==> config.mk <==
export PLATFORM = sky130hd
export DESIGN_NAME = i2c_strap_regport
export DESIGN_NICKNAME = d
export VERILOG_FILES = /design/src/rtl/i2c_regport_pkg.sv /design/src/rtl/i2c_in_filter.sv /design/src/rtl/i2c_reg_bank.sv /design/src/rtl/i2c_slave_fsm.sv /design/src/rtl/i2c_strap_regport.sv
export SDC_FILE = /design/constraint.sdc
export NUM_CORES = 1
export LEC_CHECK = 0
export BUFFER_PORTS_ARGS = -buffer_cell sky130_fd_sc_hd__buf_2
export CAP_MARGIN = 20
export CORE_AREA = 8 8 129 131
export CTS_CLUSTER_DIAMETER = 60
export CTS_CLUSTER_SIZE = 14
export DETAILED_ROUTE_END_ITERATION = 10
export DIE_AREA = 0 0 137 139
export GPL_TIMING_DRIVEN = 0
export PLACE_DENSITY = 0.68
export RECOVER_POWER = 50
export SYNTH_ARGS = -nofsm -noshare
export SYNTH_HDL_FRONTEND = slang
export SYNTH_SLANG_ARGS = --single-unit
==> constraint.sdc <==
create_clock -name clk -period 5 [get_ports clk]
set_input_delay 0.5 -clock clk [delete_from_list [all_inputs] [get_ports clk]]
set_output_delay 0.5 -clock clk [all_outputs]
set_load 0.05 [all_outputs]
==> src/rtl/i2c_regport_pkg.sv <==
package i2c_regport_pkg;

  typedef enum logic [2:0] {
    ST_IDLE,
    ST_ADDR,
    ST_AACK,
    ST_RX,
    ST_RACK,
    ST_TX,
    ST_TACK
  } st_e;

  function automatic int unsigned cdiv(input int unsigned num, input int unsigned den);
    return (num + den - 1) / den;
  endfunction

endpackage

==> src/rtl/i2c_in_filter.sv <==
module i2c_in_filter #(
  parameter int FILT_CYC = 13
) (
  input  logic clk,
  input  logic rst,
  input  logic raw_i,
  input  logic en_i,
  output logic filt_o
);
  localparam int CW = $clog2(FILT_CYC + 1);

  logic [1:0]    sync_q;
  logic [CW-1:0] cnt_q;
  logic          s;

  assign s = sync_q[1];

  always_ff @(posedge clk) begin
    if (rst) sync_q <= 2'b11;
    else     sync_q <= {sync_q[0], raw_i};
  end

  // Output follows only after FILT_CYC consecutive cycles of disagreement.
  always_ff @(posedge clk) begin
    if (rst) begin
      filt_o <= 1'b1;
      cnt_q  <= '0;
    end else if (!en_i) begin
      filt_o <= s;
      cnt_q  <= '0;
    end else if (s == filt_o) begin
      cnt_q <= '0;
    end else if (cnt_q == CW'(FILT_CYC - 1)) begin
      filt_o <= s;
      cnt_q  <= '0;
    end else begin
      cnt_q <= cnt_q + 1'b1;
    end
  end
endmodule

==> src/rtl/i2c_reg_bank.sv <==
module i2c_reg_bank #(
  parameter int NREG = 8,
  parameter int AW   = 3
) (
  input  logic            clk,
  input  logic            rst,
  input  logic            we_i,
  input  logic [AW-1:0]   waddr_i,
  input  logic [7:0]      wdata_i,
  input  logic [AW-1:0]   raddr_i,
  output logic [7:0]      rdata_o,
  output logic [NREG*8-1:0] regs_o
);
  logic [7:0] mem [NREG];

  for (genvar g = 0; g < NREG; g++) begin : g_reg
    always_ff @(posedge clk) begin
      if (rst)                                mem[g] <= '0;
      else if (we_i && waddr_i == AW'(g))     mem[g] <= wdata_i;
    end
    assign regs_o[g*8 +: 8] = mem[g];
  end

  assign rdata_o = mem[raddr_i];
endmodule

==> src/rtl/i2c_slave_fsm.sv <==
module i2c_slave_fsm
  import i2c_regport_pkg::*;
#(
  parameter int         AW        = 3,
  parameter logic [6:0] BASE_ADDR = 7'h2A
) (
  input  logic          clk,
  input  logic          rst,
  input  logic          scl_i,
  input  logic          sda_i,
  input  logic          a1_i,
  input  logic [7:0]    rd_data_i,
  output logic [AW-1:0] ptr_o,
  output logic          wr_en_o,
  output logic [AW-1:0] wr_addr_o,
  output logic [7:0]    wr_data_o,
  output logic          sda_oe_o,
  output st_e           state_o
);
  logic       scl_p, sda_p;
  logic       rise, fall, start_c, stop_c;
  logic [7:0] shreg;
  logic [3:0] bitcnt;
  logic       first_q, rw_q;
  logic [6:0] my_addr;

  assign my_addr = {BASE_ADDR[6:2], a1_i, BASE_ADDR[0]};
  assign rise    = scl_i & ~scl_p;
  assign fall    = ~scl_i & scl_p;
  assign start_c = scl_i & scl_p & sda_p & ~sda_i;
  assign stop_c  = scl_i & scl_p & ~sda_p & sda_i;

  always_ff @(posedge clk) begin
    if (rst) begin
      state_o   <= ST_IDLE;
      sda_oe_o  <= 1'b0;
      ptr_o     <= '0;
      wr_en_o   <= 1'b0;
      wr_addr_o <= '0;
      wr_data_o <= '0;
      shreg     <= '0;
      bitcnt    <= '0;
      first_q   <= 1'b0;
      rw_q      <= 1'b0;
      scl_p     <= 1'b1;
      sda_p     <= 1'b1;
    end else begin
      scl_p   <= scl_i;
      sda_p   <= sda_i;
      wr_en_o <= 1'b0;
      if (start_c) begin
        state_o  <= ST_ADDR;
        bitcnt   <= '0;
        sda_oe_o <= 1'b0;
      end else if (stop_c) begin
        state_o  <= ST_IDLE;
        sda_oe_o <= 1'b0;
      end else begin
        case (state_o)
          ST_ADDR: begin
            if (rise) begin
              shreg  <= {shreg[6:0], sda_i};
              bitcnt <= bitcnt + 1'b1;
            end else if (fall && bitcnt == 4'd8) begin
              if (shreg[7:1] == my_addr) begin
                sda_oe_o <= 1'b1;
                rw_q     <= shreg[0];
                state_o  <= ST_AACK;
              end else begin
                state_o <= ST_IDLE;
              end
            end
          end
          ST_AACK: begin
            if (fall) begin
              bitcnt <= '0;
              if (rw_q) begin
                shreg    <= rd_data_i;
                sda_oe_o <= ~rd_data_i[7];
                state_o  <= ST_TX;
              end else begin
                sda_oe_o <= 1'b0;
                first_q  <= 1'b1;
                state_o  <= ST_RX;
              end
            end
          end
          ST_RX: begin
            if (rise) begin
              shreg  <= {shreg[6:0], sda_i};
              bitcnt <= bitcnt + 1'b1;
            end else if (fall && bitcnt == 4'd8) begin
              sda_oe_o <= 1'b1;
              state_o  <= ST_RACK;
              if (first_q) begin
                ptr_o   <= shreg[AW-1:0];
                first_q <= 1'b0;
              end else begin
                wr_en_o   <= 1'b1;
                wr_addr_o <= ptr_o;
                wr_data_o <= shreg;
                ptr_o     <= ptr_o + 1'b1;
              end
            end
          end
          ST_RACK: begin
            if (fall) begin
              sda_oe_o <= 1'b0;
              bitcnt   <= '0;
              state_o  <= ST_RX;
            end
          end
          ST_TX: begin
            if (rise) begin
              bitcnt <= bitcnt + 1'b1;
            end else if (fall) begin
              if (bitcnt == 4'd8) begin
                sda_oe_o <= 1'b0;
                ptr_o    <= ptr_o + 1'b1;
                state_o  <= ST_TACK;
              end else begin
                shreg    <= {shreg[6:0], 1'b0};
                sda_oe_o <= ~shreg[6];
              end
            end
          end
          ST_TACK: begin
            if (rise && sda_i) begin
              state_o <= ST_IDLE;
            end else if (fall) begin
              shreg    <= rd_data_i;
              sda_oe_o <= ~rd_data_i[7];
              bitcnt   <= '0;
              state_o  <= ST_TX;
            end
          end
          default: ;
        endcase
      end
    end
  end
endmodule

==> src/rtl/i2c_strap_regport.sv <==
module i2c_strap_regport
  import i2c_regport_pkg::*;
#(
  parameter int         CLK_PERIOD_NS = 4,
  parameter int         GLITCH_NS     = 50,
  parameter int         NREG          = 8,
  parameter logic [6:0] BASE_ADDR     = 7'h2A
) (
  input  logic              clk,
  input  logic              rst,
  input  logic              scl_i,
  input  logic              sda_i,
  input  logic              strap_i,
  output logic              sda_oe_o,
  output logic [NREG*8-1:0] regs_o
);
  localparam int FILT_CYC = int'(cdiv(GLITCH_NS, CLK_PERIOD_NS));
  localparam int AW       = (NREG > 1) ? $clog2(NREG) : 1;

  logic [1:0]    strap_q;
  logic          strap_f;
  logic [1:0]    bus_raw, bus_filt;
  logic          scl_filt, sda_filt;
  logic [AW-1:0] ptr, wr_addr;
  logic          wr_en;
  logic [7:0]    wr_data, rd_data;
  st_e           fsm_state;

  always_ff @(posedge clk) begin
    if (rst) strap_q <= 2'b00;
    else     strap_q <= {strap_q[0], strap_i};
  end
  assign strap_f = strap_q[1];

  assign bus_raw = {scl_i, sda_i};
  for (genvar g = 0; g < 2; g++) begin : g_line
    i2c_in_filter #(.FILT_CYC(FILT_CYC)) u_filt (
      .clk    (clk),
      .rst    (rst),
      .raw_i  (bus_raw[g]),
      .en_i   (strap_f),
      .filt_o (bus_filt[g])
    );
  end
  assign scl_filt = bus_filt[1];
  assign sda_filt = bus_filt[0];

  i2c_slave_fsm #(.AW(AW), .BASE_ADDR(BASE_ADDR)) u_fsm (
    .clk       (clk),
    .rst       (rst),
    .scl_i     (scl_filt),
    .sda_i     (sda_filt),
    .a1_i      (strap_f),
    .rd_data_i (rd_data),
    .ptr_o     (ptr),
    .wr_en_o   (wr_en),
    .wr_addr_o (wr_addr),
    .wr_data_o (wr_data),
    .sda_oe_o  (sda_oe_o),
    .state_o   (fsm_state)
  );

  i2c_reg_bank #(.NREG(NREG), .AW(AW)) u_bank (
    .clk     (clk),
    .rst     (rst),
    .we_i    (wr_en),
    .waddr_i (wr_addr),
    .wdata_i (wr_data),
    .raddr_i (ptr),
    .rdata_o (rd_data),
    .regs_o  (regs_o)
  );
endmodule

==> flow_metrics.env <==
export IMPL_run_status="completed"
export IMPL_power_sequential_fraction=0.442
export IMPL_rsz_0062_raised_after_global_routing="false"
export IMPL_post_cts_repair_setup_buffers=0
export IMPL_starting_utilization_of_the_core_area=0.369
export IMPL_powerDensity_mw_per_mm2=369
export IMPL_synth_sequential_area_ratio=0.551
export IMPL_gp_congestion=0.893
export IMPL_portBuffers=69
export IMPL_synth_cell_area_mm2=0.00545
export IMPL_route_detailed_drc=0
export IMPL_total_die_area_mm2=0.0190
export IMPL_post_synth_cell_area_avg_um2=11.3
export IMPL_yosys_area_share_simple=0.196
export IMPL_clock_skew_final_ns=0.00863
export IMPL_endpoint_kind="register"
export IMPL_worst_ep_required_time_ns=5.32
export IMPL_antenna_left=0
export IMPL_power_share_switching=0.230
export IMPL_maxCapViolations=0
export IMPL_slew_headroom=0.268
export IMPL_grt_max_degree=17
export IMPL_drt_vias_per_instance=5.22
export IMPL_dominantRegCellSynth="sky130_fd_sc_hd__edfxtp_1"
export IMPL_antenna_found_initial=0
export IMPL_via_count_of_the_first_global_routing_pass=4011
export IMPL_worstSetupStartpointType="register"
export IMPL_clock_latency_ns=0.41
export IMPL_cts_root_buffer_cell="sky130_fd_sc_hd__clkbuf_16"
export IMPL_synth_mux_area_fraction=0.0902
export IMPL_clock_sink_count=118
export IMPL_cts_tree="built"
export IMPL_postSynth_asyncResetShare=0
export IMPL_design_portCount=70
export IMPL_groute_usage_overall=0.147
export IMPL_hold_bufs_inserted_after_cts=0
export IMPL_die_height_um=139
export IMPL_synthesis_yosys_warnings=0
export IMPL_finalNetCount=583
export IMPL_post_dp_cell_area_mm2=0.00603
export IMPL_die_width_um=137
export IMPL_max_slew_worst_pin_slew_ns=1.09
export IMPL_irDropWorstVdd_v=0.000254
export IMPL_drt_wl_total_mm=13.9
export IMPL_detail_route_iter0_violations=358
export IMPL_fraction_of_the_mapped_netlist_area_in_compound_gates=0.104
export IMPL_syn2layout_area_growth_pct=19.6
export IMPL_synth_nets=495
export IMPL_path_clk_slew_ns=0.05
export IMPL_timing_critical_path_max_delay_family="simple AND/OR/NAND/NOR gates"
export IMPL_place_detailed_hpwl_mm=10.2
export IMPL_final_cell_area_mm2=0.00652
export IMPL_hold_worst_slack_ns=0.274
export IMPL_grt_ovfl_total=0
export IMPL_worst_ep_arrival_time_ns=2.68
export IMPL_cp_slowest_cell="sky130_fd_sc_hd__or4_4"
export IMPL_synth_adder_area_share=0.0161
export IMPL_largest_family_of_logic_cells_by_synthesized_area="simple AND/OR/NAND/NOR gates"
export IMPL_final_fill_count=1392
export IMPL_min_period_ns=2.36
export IMPL_timing_final_hold_violations=0
export IMPL_antennaDiodeCount=0
export IMPL_worstPathCellList="inv_1 -> ha_1 -> and3b_1 -> or4_4 -> a221oi_4 -> buf_6 -> nor2_1 -> a211oi_2"
export IMPL_setup_violations_final=0
export IMPL_detailroute_via_count=4020
export IMPL_setup_tns_final_ns=0
export IMPL_post_cts_resize_count=0
export IMPL_synth_ff_latch_count=118
export IMPL_synthesis_instances=483
export IMPL_static_leakage_power_nw=2.17
export IMPL_intPower_w=0.00185
export IMPL_p_switching_w=0.000553
export IMPL_report_final_slew_viol_count=0
export IMPL_place_ws_ns=2.59
export IMPL_yosys_area_share_xor_xnor=0.0177
export IMPL_kind_of_path_behind_the_tightest_hold_check="input pin to register"
export IMPL_std_cell_rows=45
export IMPL_finalWorstSetupSlack_ns=2.64
export IMPL_criticalPathCategory="register to register"
export IMPL_mostFrequentLayoutCells="80 x sky130_fd_sc_hd__clkbuf_1, 64 x sky130_fd_sc_hd__edfxtp_1, 55 x sky130_fd_sc_hd__nor2_1, 54 x sky130_fd_sc_hd__dfxtp_1, 43 x sky130_fd_sc_hd__and2_1"
export IMPL_core_area_mm2=0.0148
export IMPL_pwr_share_clk=0.492
export IMPL_grt_first_pass_wirelength_mm=21.4
export IMPL_critical_path_buf_inv_count=2
export IMPL_share_comb_of_total_power=0.066
export IMPL_path_max_fanout=10
export IMPL_share_of_the_cycle_needed_by_the_critical_path_after_routing=0.472
export IMPL_cts_buffer_depth=2
export IMPL_fmaxAchievable_ghz=0.424
export IMPL_layout_cells_most_common="sky130_fd_sc_hd__clkbuf_1"
export IMPL_ys_types=59
export IMPL_drt_pass1_iterations=5
export IMPL_post_route_cells_drive_above_1_share=0.101
export IMPL_htree_levels=4
export IMPL_detail_route_wl_per_cell_um=18.1
export IMPL_cts_inserted_buffers=17
export IMPL_synth_enable_flop_cells=64
export IMPL_layout_core_utilization=0.442
export IMPL_critical_path_max_stage_delay_ns=0.50
path summary, 6_finish.rpt:
kind                                   start                          to  slack [ns]  depth (start not counted)
hold reg to reg   g_line[0].u_filt.sync_q[0]  g_line[0].u_filt.sync_q[1]        0.41                          1
setup reg to reg             u_fsm.bitcnt[0]              u_fsm.shreg[7]        2.64                          8
hold / removal                         scl_i  g_line[1].u_filt.sync_q[0]        0.27                          2
setup / recovery             u_fsm.bitcnt[0]              u_fsm.shreg[7]        2.64                          8
worst reg2reg max path, stage by stage, from the launching register on:
cell	delay [ns]
sky130_fd_sc_hd__dfxtp_1	0.35
sky130_fd_sc_hd__inv_1	0.08
sky130_fd_sc_hd__ha_1	0.21
sky130_fd_sc_hd__and3b_1	0.23
sky130_fd_sc_hd__or4_4	0.50
sky130_fd_sc_hd__a221oi_4	0.46
sky130_fd_sc_hd__buf_6	0.21
sky130_fd_sc_hd__nor2_1	0.06
sky130_fd_sc_hd__a211oi_2	0.18
cells by family after synthesis:
family | after synthesis
flops | 118
buf+inv | 32
simple gates | 199
compound gates | 72
mux | 44
xor+xnor | 11
fa+ha+maj | 7
metal layers:
layer  vias to the layer above  routed length (um)  global-route usage
met1                      1932                6020               0.184
li1                       1924                   -                   -
met4                         0                 257              0.0584
met5                         -                   0                   0
met3                        24                 897              0.0406
met2                       140                6740               0.234
cell type report:
type / instances / area, um^2 / area share
plain buffers: 22 / 103 / 0.0157
clock buffers: 19 / 433 / 0.0664
clock inverters: 11 / 135 / 0.0207
inverters: 10 / 37.5 / 0.00576
multi-input cells: 333 / 2310 / 0.354
flip-flops and latches: 118 / 3000 / 0.461
well taps: 188 / 235 / 0.0361
repair buffers: 69 / 263 / 0.0403
flip-flops by register name, summed over array words and instances, names as in the netlist, 2 cells and up, named ones only:
signal,cells
u_fsm.shreg,8
u_fsm.bitcnt,4
u_fsm.ptr_o,3
g_line.u_filt.filt_o,2
g_line.u_filt.cnt_q,8
g_line.u_filt.sync_q,4
u_fsm.wr_addr_o,3
u_bank.mem,64
u_fsm.state_o,3
strap_q,2
u_fsm.wr_data_o,8
per-stage QoR:
step | total power, W | instances
global route | 0.00246 | 770
CTS | 0.00241 | 770
global placement | 0.00124 | 740
finish | 0.00240 | 770
floorplan | 0.00120 | 483
detailed placement | 0.00124 | 740
power by group through the flow:
stage / clock network (W) / registers [W] / logic, W
floorplan: 0 / 0.00114 / 0.0000578
detailed placement: 0 / 0.00108 / 0.000164
global placement: 0 / 0.00108 / 0.000163
CTS: 0.00119 / 0.00106 / 0.000165
finish: 0.00118 / 0.00106 / 0.000159
global route: 0.00123 / 0.00106 / 0.000168
Yosys cell counts (2+ instances only):
cell	count	area (um^2)
sky130_fd_sc_hd__and3_1	2	12.5
sky130_fd_sc_hd__inv_1	9	33.8
sky130_fd_sc_hd__a32oi_1	6	52.6
sky130_fd_sc_hd__edfxtp_1	64	1920
sky130_fd_sc_hd__nand3_1	7	35.0
sky130_fd_sc_hd__buf_1	2	7.51
sky130_fd_sc_hd__nor4_1	3	18.8
sky130_fd_sc_hd__and2_1	66	413
sky130_fd_sc_hd__dfxtp_1	54	1080
sky130_fd_sc_hd__nand2b_1	11	68.8
sky130_fd_sc_hd__nor2b_1	9	56.3
sky130_fd_sc_hd__mux2i_1	39	390
sky130_fd_sc_hd__mux4_2	4	90.1
sky130_fd_sc_hd__a31oi_1	3	18.8
sky130_fd_sc_hd__nand3b_1	2	15.0
sky130_fd_sc_hd__a211oi_2	2	25.0
sky130_fd_sc_hd__buf_2	7	35.0
sky130_fd_sc_hd__nand2_1	19	71.3
sky130_fd_sc_hd__o21a_1	2	15.0
sky130_fd_sc_hd__a211oi_1	9	67.6
sky130_fd_sc_hd__a211o_1	3	26.3
sky130_fd_sc_hd__xor2_1	2	17.5
sky130_fd_sc_hd__nor3_1	6	30.0
sky130_fd_sc_hd__nor2_1	55	206
sky130_fd_sc_hd__a311oi_1	3	26.3
sky130_fd_sc_hd__xnor2_1	9	78.8
sky130_fd_sc_hd__or2_2	8	50.1
sky130_fd_sc_hd__a21oi_1	9	45.0
sky130_fd_sc_hd__o21bai_1	6	45.0
sky130_fd_sc_hd__o21ai_0	6	30.0
sky130_fd_sc_hd__clkbuf_1	11	41.3
sky130_fd_sc_hd__ha_1	7	87.6
sky130_fd_sc_hd__a22oi_1	7	52.6
sky130_fd_sc_hd__nand4_1	2	12.5
sky130_fd_sc_hd__or3_1	3	18.8
sky130_fd_sc_hd__nor4bb_1	3	30.0
Power figures use the tool's default switching activity.
